`config.mk`:
```
export PLATFORM = sky130hd
export DESIGN_NAME = encoder_event_counter
export DESIGN_NICKNAME = d
export VERILOG_FILES = /design/src/rtl/qec_pkg.sv /design/src/rtl/qec_sync.sv /design/src/rtl/qec_core.sv /design/src/rtl/qec_cmp.sv /design/src/rtl/qec_status.sv /design/src/rtl/encoder_event_counter.sv
export SDC_FILE = /design/constraint.sdc
export NUM_CORES = 1
export LEC_CHECK = 0
export BUFFER_PORTS_ARGS = -buffer_cell sky130_fd_sc_hd__buf_2
export CAP_MARGIN = 30
export CORE_MARGIN = 3
export CORE_UTILIZATION = 40
export DETAILED_ROUTE_END_ITERATION = 16
export PLACE_DENSITY_LB_ADDON = 0.05
export SLEW_MARGIN = 20
export SYNTH_ARGS = -nofsm -noshare
export SYNTH_HDL_FRONTEND = slang
export SYNTH_SLANG_ARGS = --single-unit
export TNS_END_PERCENT = 1
```
`constraint.sdc`:
```
create_clock -name clk -period 7.11 [get_ports clk]
set_input_delay 1.422 -clock clk [delete_from_list [all_inputs] [get_ports clk]]
set_output_delay 1.422 -clock clk [all_outputs]
set_load 0.005 [all_outputs]
```
`src/rtl/qec_pkg.sv`:
```
`timescale 1ns/1ps
package qec_pkg;
  typedef enum logic [1:0] {
    SYNC_OFF       = 2'd0,
    SYNC_IDX       = 2'd1,
    SYNC_IDX_GATED = 2'd2,
    SYNC_GATE_EDGE = 2'd3
  } sync_mode_e;

  localparam int EV_CMP  = 0;
  localparam int EV_OVF  = 1;
  localparam int EV_UNF  = 2;
  localparam int EV_ZERO = 3;
  localparam int EV_DIR  = 4;
  localparam int NEV     = 5;
endpackage

```
`src/rtl/qec_sync.sv`:
```
`timescale 1ns/1ps
module qec_sync
  import qec_pkg::*;
(
  input  logic       clk,
  input  logic       rst_n,
  input  logic       enc_idx,
  input  logic       gate_in,
  input  logic [1:0] sync_mode,
  input  logic       sync_fall,
  output logic       sync_pulse
);
  logic idx_q, gate_q;
  logic idx_rise, gate_rise, gate_fall;

  always_ff @(posedge clk) begin
    if (!rst_n) begin
      idx_q  <= 1'b0;
      gate_q <= 1'b0;
    end else begin
      idx_q  <= enc_idx;
      gate_q <= gate_in;
    end
  end

  assign idx_rise  = enc_idx & ~idx_q;
  assign gate_rise = gate_in & ~gate_q;
  assign gate_fall = ~gate_in & gate_q;

  always_comb begin
    unique case (sync_mode_e'(sync_mode))
      SYNC_OFF:       sync_pulse = 1'b0;
      SYNC_IDX:       sync_pulse = idx_rise;
      SYNC_IDX_GATED: sync_pulse = idx_rise & gate_in;
      default:        sync_pulse = sync_fall ? gate_fall : gate_rise;
    endcase
  end
endmodule

```
`src/rtl/qec_core.sv`:
```
`timescale 1ns/1ps
module qec_core #(
  parameter int W = 16
) (
  input  logic                clk,
  input  logic                rst_n,
  input  logic                step_valid,
  input  logic                step_up,
  input  logic                sync_pulse,
  input  logic signed [W-1:0] start_val,
  input  logic signed [W-1:0] lim_lo,
  input  logic signed [W-1:0] lim_hi,
  output logic signed [W-1:0] count,
  output logic                ev_ovf,
  output logic                ev_unf,
  output logic                ev_zero,
  output logic                ev_dir
);
  logic signed [W-1:0] nxt;
  logic take, last_up, have_dir;

  assign take = step_valid & ~sync_pulse;

  always_comb begin
    nxt    = count;
    ev_ovf = 1'b0;
    ev_unf = 1'b0;
    if (sync_pulse) begin
      nxt = start_val;
    end else if (step_valid) begin
      if (step_up) begin
        if (count >= lim_hi) begin
          nxt    = lim_lo;
          ev_ovf = 1'b1;
        end else begin
          nxt = count + W'(1);
        end
      end else begin
        if (count <= lim_lo) begin
          nxt    = lim_hi;
          ev_unf = 1'b1;
        end else begin
          nxt = count - W'(1);
        end
      end
    end
    ev_zero = take && (nxt == '0);
    ev_dir  = take && have_dir && (step_up != last_up);
  end

  always_ff @(posedge clk) begin
    if (!rst_n) begin
      count    <= '0;
      last_up  <= 1'b0;
      have_dir <= 1'b0;
    end else begin
      count <= nxt;
      if (take) begin
        last_up  <= step_up;
        have_dir <= 1'b1;
      end
    end
  end
endmodule

```
`src/rtl/qec_cmp.sv`:
```
`timescale 1ns/1ps
module qec_cmp #(
  parameter int W    = 16,
  parameter int NCMP = 2
) (
  input  logic                clk,
  input  logic                rst_n,
  input  logic                wr_en,
  input  logic                wr_sel,
  input  logic signed [W-1:0] wr_data,
  input  logic signed [W-1:0] count,
  output logic                cmp_out,
  output logic                cmp_rise
);
  localparam int SELW = (NCMP > 1) ? $clog2(NCMP) : 1;

  logic signed [W-1:0] bound [NCMP];
  logic in_win;

  for (genvar g = 0; g < NCMP; g++) begin : g_bound
    always_ff @(posedge clk) begin
      if (!rst_n)
        bound[g] <= (g == 0) ? '0 : '1;
      else if (wr_en && (SELW'(wr_sel) == SELW'(g)))
        bound[g] <= wr_data;
    end
  end

  assign in_win   = (count >= bound[0]) && (count <= bound[NCMP-1]);
  assign cmp_rise = in_win & ~cmp_out;

  always_ff @(posedge clk) begin
    if (!rst_n) cmp_out <= 1'b0;
    else        cmp_out <= in_win;
  end
endmodule

```
`src/rtl/qec_status.sv`:
```
`timescale 1ns/1ps
module qec_status
  import qec_pkg::*;
(
  input  logic           clk,
  input  logic           rst_n,
  input  logic [NEV-1:0] ev,
  input  logic [NEV-1:0] clr,
  input  logic [NEV-1:0] mask,
  output logic [NEV-1:0] status,
  output logic           irq
);
  always_ff @(posedge clk) begin
    if (!rst_n) status <= '0;
    else        status <= (status & ~clr) | ev;
  end

  assign irq = |(status & mask);
endmodule

```
`src/rtl/encoder_event_counter.sv`:
```
`timescale 1ns/1ps
module encoder_event_counter
  import qec_pkg::*;
#(
  parameter int W = 16
) (
  input  logic                clk,
  input  logic                rst_n,
  input  logic                step_valid,
  output logic                step_ready,
  input  logic                step_up,
  input  logic                enc_idx,
  input  logic                gate_in,
  input  logic [1:0]          sync_mode,
  input  logic                sync_fall,
  input  logic signed [W-1:0] start_val,
  input  logic signed [W-1:0] lim_lo,
  input  logic signed [W-1:0] lim_hi,
  input  logic                cmp_wr_en,
  input  logic                cmp_wr_sel,
  input  logic signed [W-1:0] cmp_wr_data,
  input  logic [NEV-1:0]      st_clr,
  input  logic [NEV-1:0]      irq_mask,
  output logic signed [W-1:0] count,
  output logic                cmp_out,
  output logic [NEV-1:0]      ev_status,
  output logic                irq
);
  logic sync_pulse;
  logic ev_ovf, ev_unf, ev_zero, ev_dir, cmp_rise;
  logic [NEV-1:0] ev_vec;

  assign step_ready = 1'b1;

  qec_sync u_sync (
    .clk(clk), .rst_n(rst_n), .enc_idx(enc_idx), .gate_in(gate_in),
    .sync_mode(sync_mode), .sync_fall(sync_fall), .sync_pulse(sync_pulse)
  );

  qec_core #(.W(W)) u_core (
    .clk(clk), .rst_n(rst_n), .step_valid(step_valid), .step_up(step_up),
    .sync_pulse(sync_pulse), .start_val(start_val), .lim_lo(lim_lo),
    .lim_hi(lim_hi), .count(count), .ev_ovf(ev_ovf), .ev_unf(ev_unf),
    .ev_zero(ev_zero), .ev_dir(ev_dir)
  );

  qec_cmp #(.W(W), .NCMP(2)) u_cmp (
    .clk(clk), .rst_n(rst_n), .wr_en(cmp_wr_en), .wr_sel(cmp_wr_sel),
    .wr_data(cmp_wr_data), .count(count), .cmp_out(cmp_out),
    .cmp_rise(cmp_rise)
  );

  always_comb begin
    ev_vec          = '0;
    ev_vec[EV_CMP]  = cmp_rise;
    ev_vec[EV_OVF]  = ev_ovf;
    ev_vec[EV_UNF]  = ev_unf;
    ev_vec[EV_ZERO] = ev_zero;
    ev_vec[EV_DIR]  = ev_dir;
  end

  qec_status u_stat (
    .clk(clk), .rst_n(rst_n), .ev(ev_vec), .clr(st_clr), .mask(irq_mask),
    .status(ev_status), .irq(irq)
  );
endmodule

```
Word-level counts from Yosys, hierarchy flattened
Memories as Yosys holds them, arrays and structs flattened.
Cells that the tools add are included.
{ "totals": {"reg_bits": 26, "ram_bits": 32, "input_bits": 85, "word_cells": 68, "n_memories": 1} }
{ "mem_list": {"columns": ["memory", "words", "width", "rd", "rd_ports_with_merged_regs", "wr", "line", "rtl"], "rows": [
  ["u_cmp.bound", 2, 16, 2, 0, 2, "qec_cmp.sv:17", "logic signed [W-1:0] bound [NCMP];"]
]} }
{ "op_classes": {"addsub": 2, "order_cmp": 4, "eq_ne": 3, "mux": 24, "bitwise_logic": 18, "reduce_logical": 9} }
{ "op_table": {"columns": ["operator", "count"], "rows": [
  ["$mux 16", 7],
  ["$ge 16x16->1", 2],
  ["$le 16x16->1", 2],
  ["$add 16x2->16 const B", 1],
  ["$logic_not 16->1", 1],
  ["$mux 1", 16],
  ["$sub 16x2->16 const B", 1],
  ["$and 5x5->5", 2],
  ["$and 1x1->1", 6],
  ["$logic_and 1x1->1", 6],
  ["$not 1->1", 6],
  ["$not 5->5", 1],
  ["$or 5x5->5", 1],
  ["$reduce_or 5->1", 1],
  ["$pmux 1 s3", 1],
  ["$eq 2x1->1 const B", 1],
  ["$eq 2x2->1 const B", 1],
  ["$logic_not 2->1", 1],
  ["$or 1x1->1", 2],
  ["$ne 1x1->1", 1]
]} }

Logic depth before layout (Yosys ltp)
{ "logic_depth": {"word_depth": 9, "depth_mapped": 15, "ltp_nobuf": 12} }

By module
Synthesis repeated with hierarchy kept, for this count alone.
{ "hier_totals": {"cells_unflattened": 628, "area_unflattened_um2": 5275.1} }
{ "by_module_without_submodules": {"columns": ["mod", "instances", "cells_per_inst", "area_per_inst_um2", "seq_area_each_um2"], "rows": [
  ["qec_core", 1, 403, 2881.5, 360.3],
  ["qec_cmp", 1, 194, 2089.5, 980.9],
  ["qec_status", 1, 18, 190.2, 100.1],
  ["qec_sync", 1, 11, 102.6, 40.0],
  ["encoder_event_counter", 1, 2, 11.3, 0.0]
]} }

Worst setup path after synthesis
Ideal clock, no wire load.
{ "synth_timing": {"path_type": "in2reg", "startpoint": "in lim_hi[15]", "endpoint": "reg u_stat.status[3]", "setup_time_ps": 84, "arrival_time_ps": 4066, "required_time_ps": 7026, "path_slack_ps": 2960, "stages": 14, "n_path_buf": 2, "path_cell_list": "inv_1 > ha_1 > nand4_1 > nor4_2 > a2111oi_1 > and4_4 > or2_1 > buf_2 > buf_6 > o21ai_0 > o221ai_1 > a22o_1 > or4_1 > o31ai_2"} }
{ "synth_via": {"elab_chain_cells": 8, "word_cells_on_any_way": 9, "cone_classes": "1 x order compare; 5 x mux; 1 x bitwise; 2 x reduce/logical"} }
{ "synth_lines": {"columns": ["item", "line", "rtl"], "rows": [
  ["start, declared", "encoder_event_counter.sv:18", "input logic signed [W-1:0] lim_hi,"],
  ["$ge 16x16->1", "qec_core.sv:32", "if (count >= lim_hi) begin"],
  ["$mux 16", "qec_core.sv:32", null],
  ["$mux 16 (*)", "qec_core.sv:31", "if (step_up) begin"],
  ["$mux 16 (*)", "qec_core.sv:30", "end else if (step_valid) begin"],
  ["$mux 16 (*)", "qec_core.sv:28", "if (sync_pulse) begin"],
  ["$logic_not 16->1 (*)", "qec_core.sv:47", "ev_zero = take && (nxt == '0);"],
  ["$logic_and 1x1->1 (*)", "qec_core.sv:47", null],
  ["$or 5x5->5 (*)", "qec_status.sv:15", "else status <= (status & ~clr) | ev;"],
  ["end signal, assigned", "qec_status.sv:15", null],
  ["end, declared", "qec_status.sv:10", "output logic [NEV-1:0] status,"]
]} }
Mark *: on every way between the ends. The rest lies on a longest branch, timed or not.
A chain may end at the register's enable or synchronous reset.

Worst setup path in the final report
{ "layout_timing": {"startpoint": "in lim_lo[15]", "endpoint": "reg u_stat.status[3]"} }
{ "layout_via": {"elab_chain_cells": 8, "word_cells_on_any_way": 9, "cone_classes": "1 x order compare; 5 x mux; 1 x bitwise; 2 x reduce/logical"} }
{ "layout_lines": {"columns": ["item", "line", "rtl"], "rows": [
  ["start, declared", "encoder_event_counter.sv:17", "input logic signed [W-1:0] lim_lo,"],
  ["$le 16x16->1", "qec_core.sv:39", "if (count <= lim_lo) begin"],
  ["$mux 16", "qec_core.sv:39", null],
  ["$mux 16 (*)", "qec_core.sv:31", null],
  ["$mux 16 (*)", "qec_core.sv:30", null],
  ["$mux 16 (*)", "qec_core.sv:28", null],
  ["$logic_not 16->1 (*)", "qec_core.sv:47", null],
  ["$logic_and 1x1->1 (*)", "qec_core.sv:47", null],
  ["$or 5x5->5 (*)", "qec_status.sv:15", null]
]} }
Marks and branches as above.

==> results by group <==
Status
  • Outcome: completed

Clock tree
  • CTS tree: done
  • Max Buffers Root-to-Sink: 2
  • CTS sink cnt: 58
  • Clk_lat worst skew: 0.34 ns
  • Root Buffer Master: clkbuf_16
  • Clock slew at reported path FFs: 0.05 ns
  • Post-CTS Setup Inserts: 0
  • Post-cts resize count: 0
  • CTS Buf Count: 9
  • CTS Hold Bufs: 0
  • H-Tree Depth: 3

Hold path
  • HP Start: u_core.have_dir$_SDFFE_PN0P_
  • Worst hold path class: reg -> reg
  • Worst hold path depth: 1
  • Hold Path End: u_core.have_dir$_SDFFE_PN0P_

Critical path
  • Worst R2R End: u_stat.status[3]$_SDFF_PN0_
  • CP required: 7.36 ns
  • CP bufs+invs: 2
  • R2R cell count: 11
  • Crit end category: flip-flop
  • Crit start category: input port
  • CP max FO: 23
  • Critical path, cell by cell: buf_2 -> inv_1 -> ha_1 -> nand4_2 -> nor4_2 -> a21boi_2 -> o311a_1 -> or2_1 -> mux2i_1 -> o221ai_1 -> a22o_1 -> or4_1 -> o31ai_2
  • FF-to-FF Start: u_core.count[15]$_SDFF_PN0_
  • Worst path top cell family by delay: simple AND/OR/NAND/NOR gates
  • Critical Path AT: 5.18 ns
  • Max stage delay on crit path: 0.70 ns
  • Critical path class: in -> reg
  • CP max-delay cell: or2_1
  • Worst R2R Setup Slack: 2.86 ns

Timing
  • Setup_tns: 0 ns
  • Worst hold margin: 0.472 ns
  • Slew headroom: 40.6%
  • Fin crit period: 4.93 ns
  • Max-slew violations: 0
  • Worst-Margin Slew: 0.891 ns
  • Tcrit/Tclk final: 69.4%
  • Endpoints failing hold: 0
  • Final setup violation count: 0
  • Final WS setup: 2.18 ns
  • Achievable Freq: 203 MHz
  • RSZ-0062 raised after global routing: no
  • Setup Skew: 0.00845 ns

Yosys
  • Sequential fraction of the synthesis area: 29.1%
  • Yosys cell types: 73
  • Syn Area/Cell: 8.37 um^2
  • Yosys warning count: 0
  • Yosys reg bits: 58
  • Ys async rst share: 0%
  • Mapped Area: 0.00510 mm^2
  • Number of enable flip-flop cells after synthesis: 32
  • Synth Flop Type: edfxtp_1
  • Synth Net Count: 760
  • Post-synthesis cell count: 609

Place
  • Post-DP HPWL: 11.8 mm
  • Placed Cells: 863
  • GPL Wtd Cong: 0.882
  • IO buf count: 107
  • Place WS: 1.82 ns
  • Placement Cell Area: 0.00575 mm^2

Floorplan
  • Initial Util: 41.7%
  • Die Wd: 119 um
  • # rows: 40
  • I/O Pins: 109
  • Core Area: 0.0122 mm^2
  • Die height: 119 um
  • Die area: 0.0141 mm^2

GRT
  • Initial antenna violation count: 0
  • Gr ovfl total: 0
  • First-pass GRT wire length: 24.2 mm
  • Vias in the first global route: 4667
  • Gr usage total: 22.0%
  • Maximum number of pins on one net before global-route repair: 32

Route
  • DRC: 0
  • WL final: 15.3 mm
  • Detailed-route via count: 4749
  • TritonRoute pass-1 iters: 5
  • 1st-iter DRT viols: 216
  • DR WL/cell: 17.4 um
  • Vias per inst: 5.40
  • Routed Antenna Nets: 0

Pwr
  • P_leak: 2.90 nW
  • Max VDD drop: 0.131 mV
  • Power, Total: 1.26 mW
  • Pwr/cell area: 209 mW/mm^2

Finish
  • Final core utilization: 49.4%
  • Layout cells sized above 1: 21.0%
  • Fillers: 1240
  • Area of the multi-input gates: 0.00321 mm^2
  • Final Non-Filler Cells: 879
  • Synthesis-to-finish area growth: 18.4%
  • Final-stage net count: 857
  • Antenna diode count: 0
  • Final instance area: 0.00603 mm^2
  • Register area: 0.00148 mm^2

Job
  • Max-cap viol count: 0
-- sequential cells by signal, indices dropped and copies added, names as in the netlist --
signal and cells:
u_core.last_up 1, u_core.have_dir 1, u_cmp.cmp_out 1, u_stat.status 5, u_cmp.bound 32, u_core.count 16
u_sync.gate_q 1, u_sync.idx_q 1
-- area by class of cell --
cell class / instances / area share, %
Clock buffer: 10 / 3.79
Sequential cell: 58 / 24.5
Inverter: 74 / 4.60
Tap cell: 168 / 3.48
Clock inverter: 6 / 0.954
Timing Repair Buffer: 111 / 9.37
Multi-Input combinational cell: 452 / 53.2
-- worst reg2reg max path: cells and delay by family (launching register included) --
kind	cells	cell delay, ns
AND/OR/NAND/NOR	4	1.72
AO/OA/AOI/OAI	5	1.11
flip-flops	1	0.63
multiplexers	1	0.38
adder cells (fa/ha/maj)	1	0.33
-- report_power, final --
group          total, mW  leakage (nW)  internal [mW]  switching [mW]
logic              0.394          2.23          0.175           0.219
registers          0.439         0.532          0.386          0.0536
clock network      0.430         0.144          0.269           0.162
-- cells by family (layout without fill, tap and decap cells) --
logic type,after synthesis,after routing,share of synthesized area (%)
xor gates and xnor gates,25,25,4.30
and+or+nand+nor,216,216,22.8
muxes,9,9,1.82
buffers and inverters,99,201,7.90
AOI/OAI and AO/OA,135,135,17.8
DFF,58,58,29.1
other,1,1,0.0736
adders and majority gates,66,66,16.2
-- layer usage --
metal	vias up	wire, um	GRT usage [%]
li1	2346	-	-
met1	2228	6610	27.2
met2	147	7390	37.4
met3	28	816	4.04
met4	0	454	9.70
met5	-	0	0
-- cells in the final DEF (no fill, tap or decap), drive strengths merged, types with 8 or more instances in the layout --
cell type | synthesis | final
a21o | 11 | 11
a21oi | 36 | 36
and2 | 27 | 27
buf | 8 | 111
clkbuf | 17 | 10
dfxtp | 26 | 26
edfxtp | 32 | 32
ha | 66 | 66
inv | 73 | 73
nand2 | 39 | 39
nand3 | 15 | 15
nand4 | 11 | 11
nor2 | 45 | 45
nor2b | 13 | 13
nor3 | 13 | 13
o211ai | 8 | 8
o21ai | 27 | 27
or2 | 18 | 18
xnor2 | 18 | 18
-- synthesized netlist by cell type (7+ instances only) --
cell type | instances | share of area, %
mux2i_1 | 7 | 1.4
clkbuf_1 | 17 | 1.3
edfxtp_1 | 32 | 19
nand3_1 | 15 | 1.5
nand4_1 | 10 | 1.2
or2_2 | 16 | 2.0
xor2_1 | 7 | 1.2
and2_1 | 27 | 3.3
xnor2_1 | 18 | 3.1
inv_1 | 73 | 5.4
nor2_1 | 45 | 3.3
nor3_1 | 12 | 1.2
o211ai_1 | 8 | 1.2
ha_1 | 66 | 16
a21oi_1 | 36 | 3.5
a21o_1 | 11 | 1.6
o21ai_0 | 24 | 2.4
nand2_1 | 39 | 2.9
dfxtp_1 | 26 | 10
o21a_1 | 7 | 1.0
nor2b_1 | 13 | 1.6
-- worst max-delay path by stage --
| stage | start | cells after the start | slack, ns | endpoint |
|---|---|---|---|---|
| 6_report | lim_lo[15] | 13 | 2.18 | u_stat.status[3]$_SDFF_PN0_ |
| 5_1_grt | lim_lo[15] | 13 | 1.97 | u_stat.status[3]$_SDFF_PN0_ |
| 4_1_cts | lim_lo[15] | 13 | 2.17 | u_stat.status[3]$_SDFF_PN0_ |
| 3_5_place_dp | lim_lo[15] | 13 | 1.82 | u_stat.status[3]$_SDFF_PN0_ |
| 3_3_place_gp | lim_lo[15] | 13 | 1.87 | u_stat.status[3]$_SDFF_PN0_ |
| 2_1_floorplan | lim_hi[15] | 14 | 2.96 | u_stat.status[3]$_SDFF_PN0_ |
(Power assumes the default switching activity.)
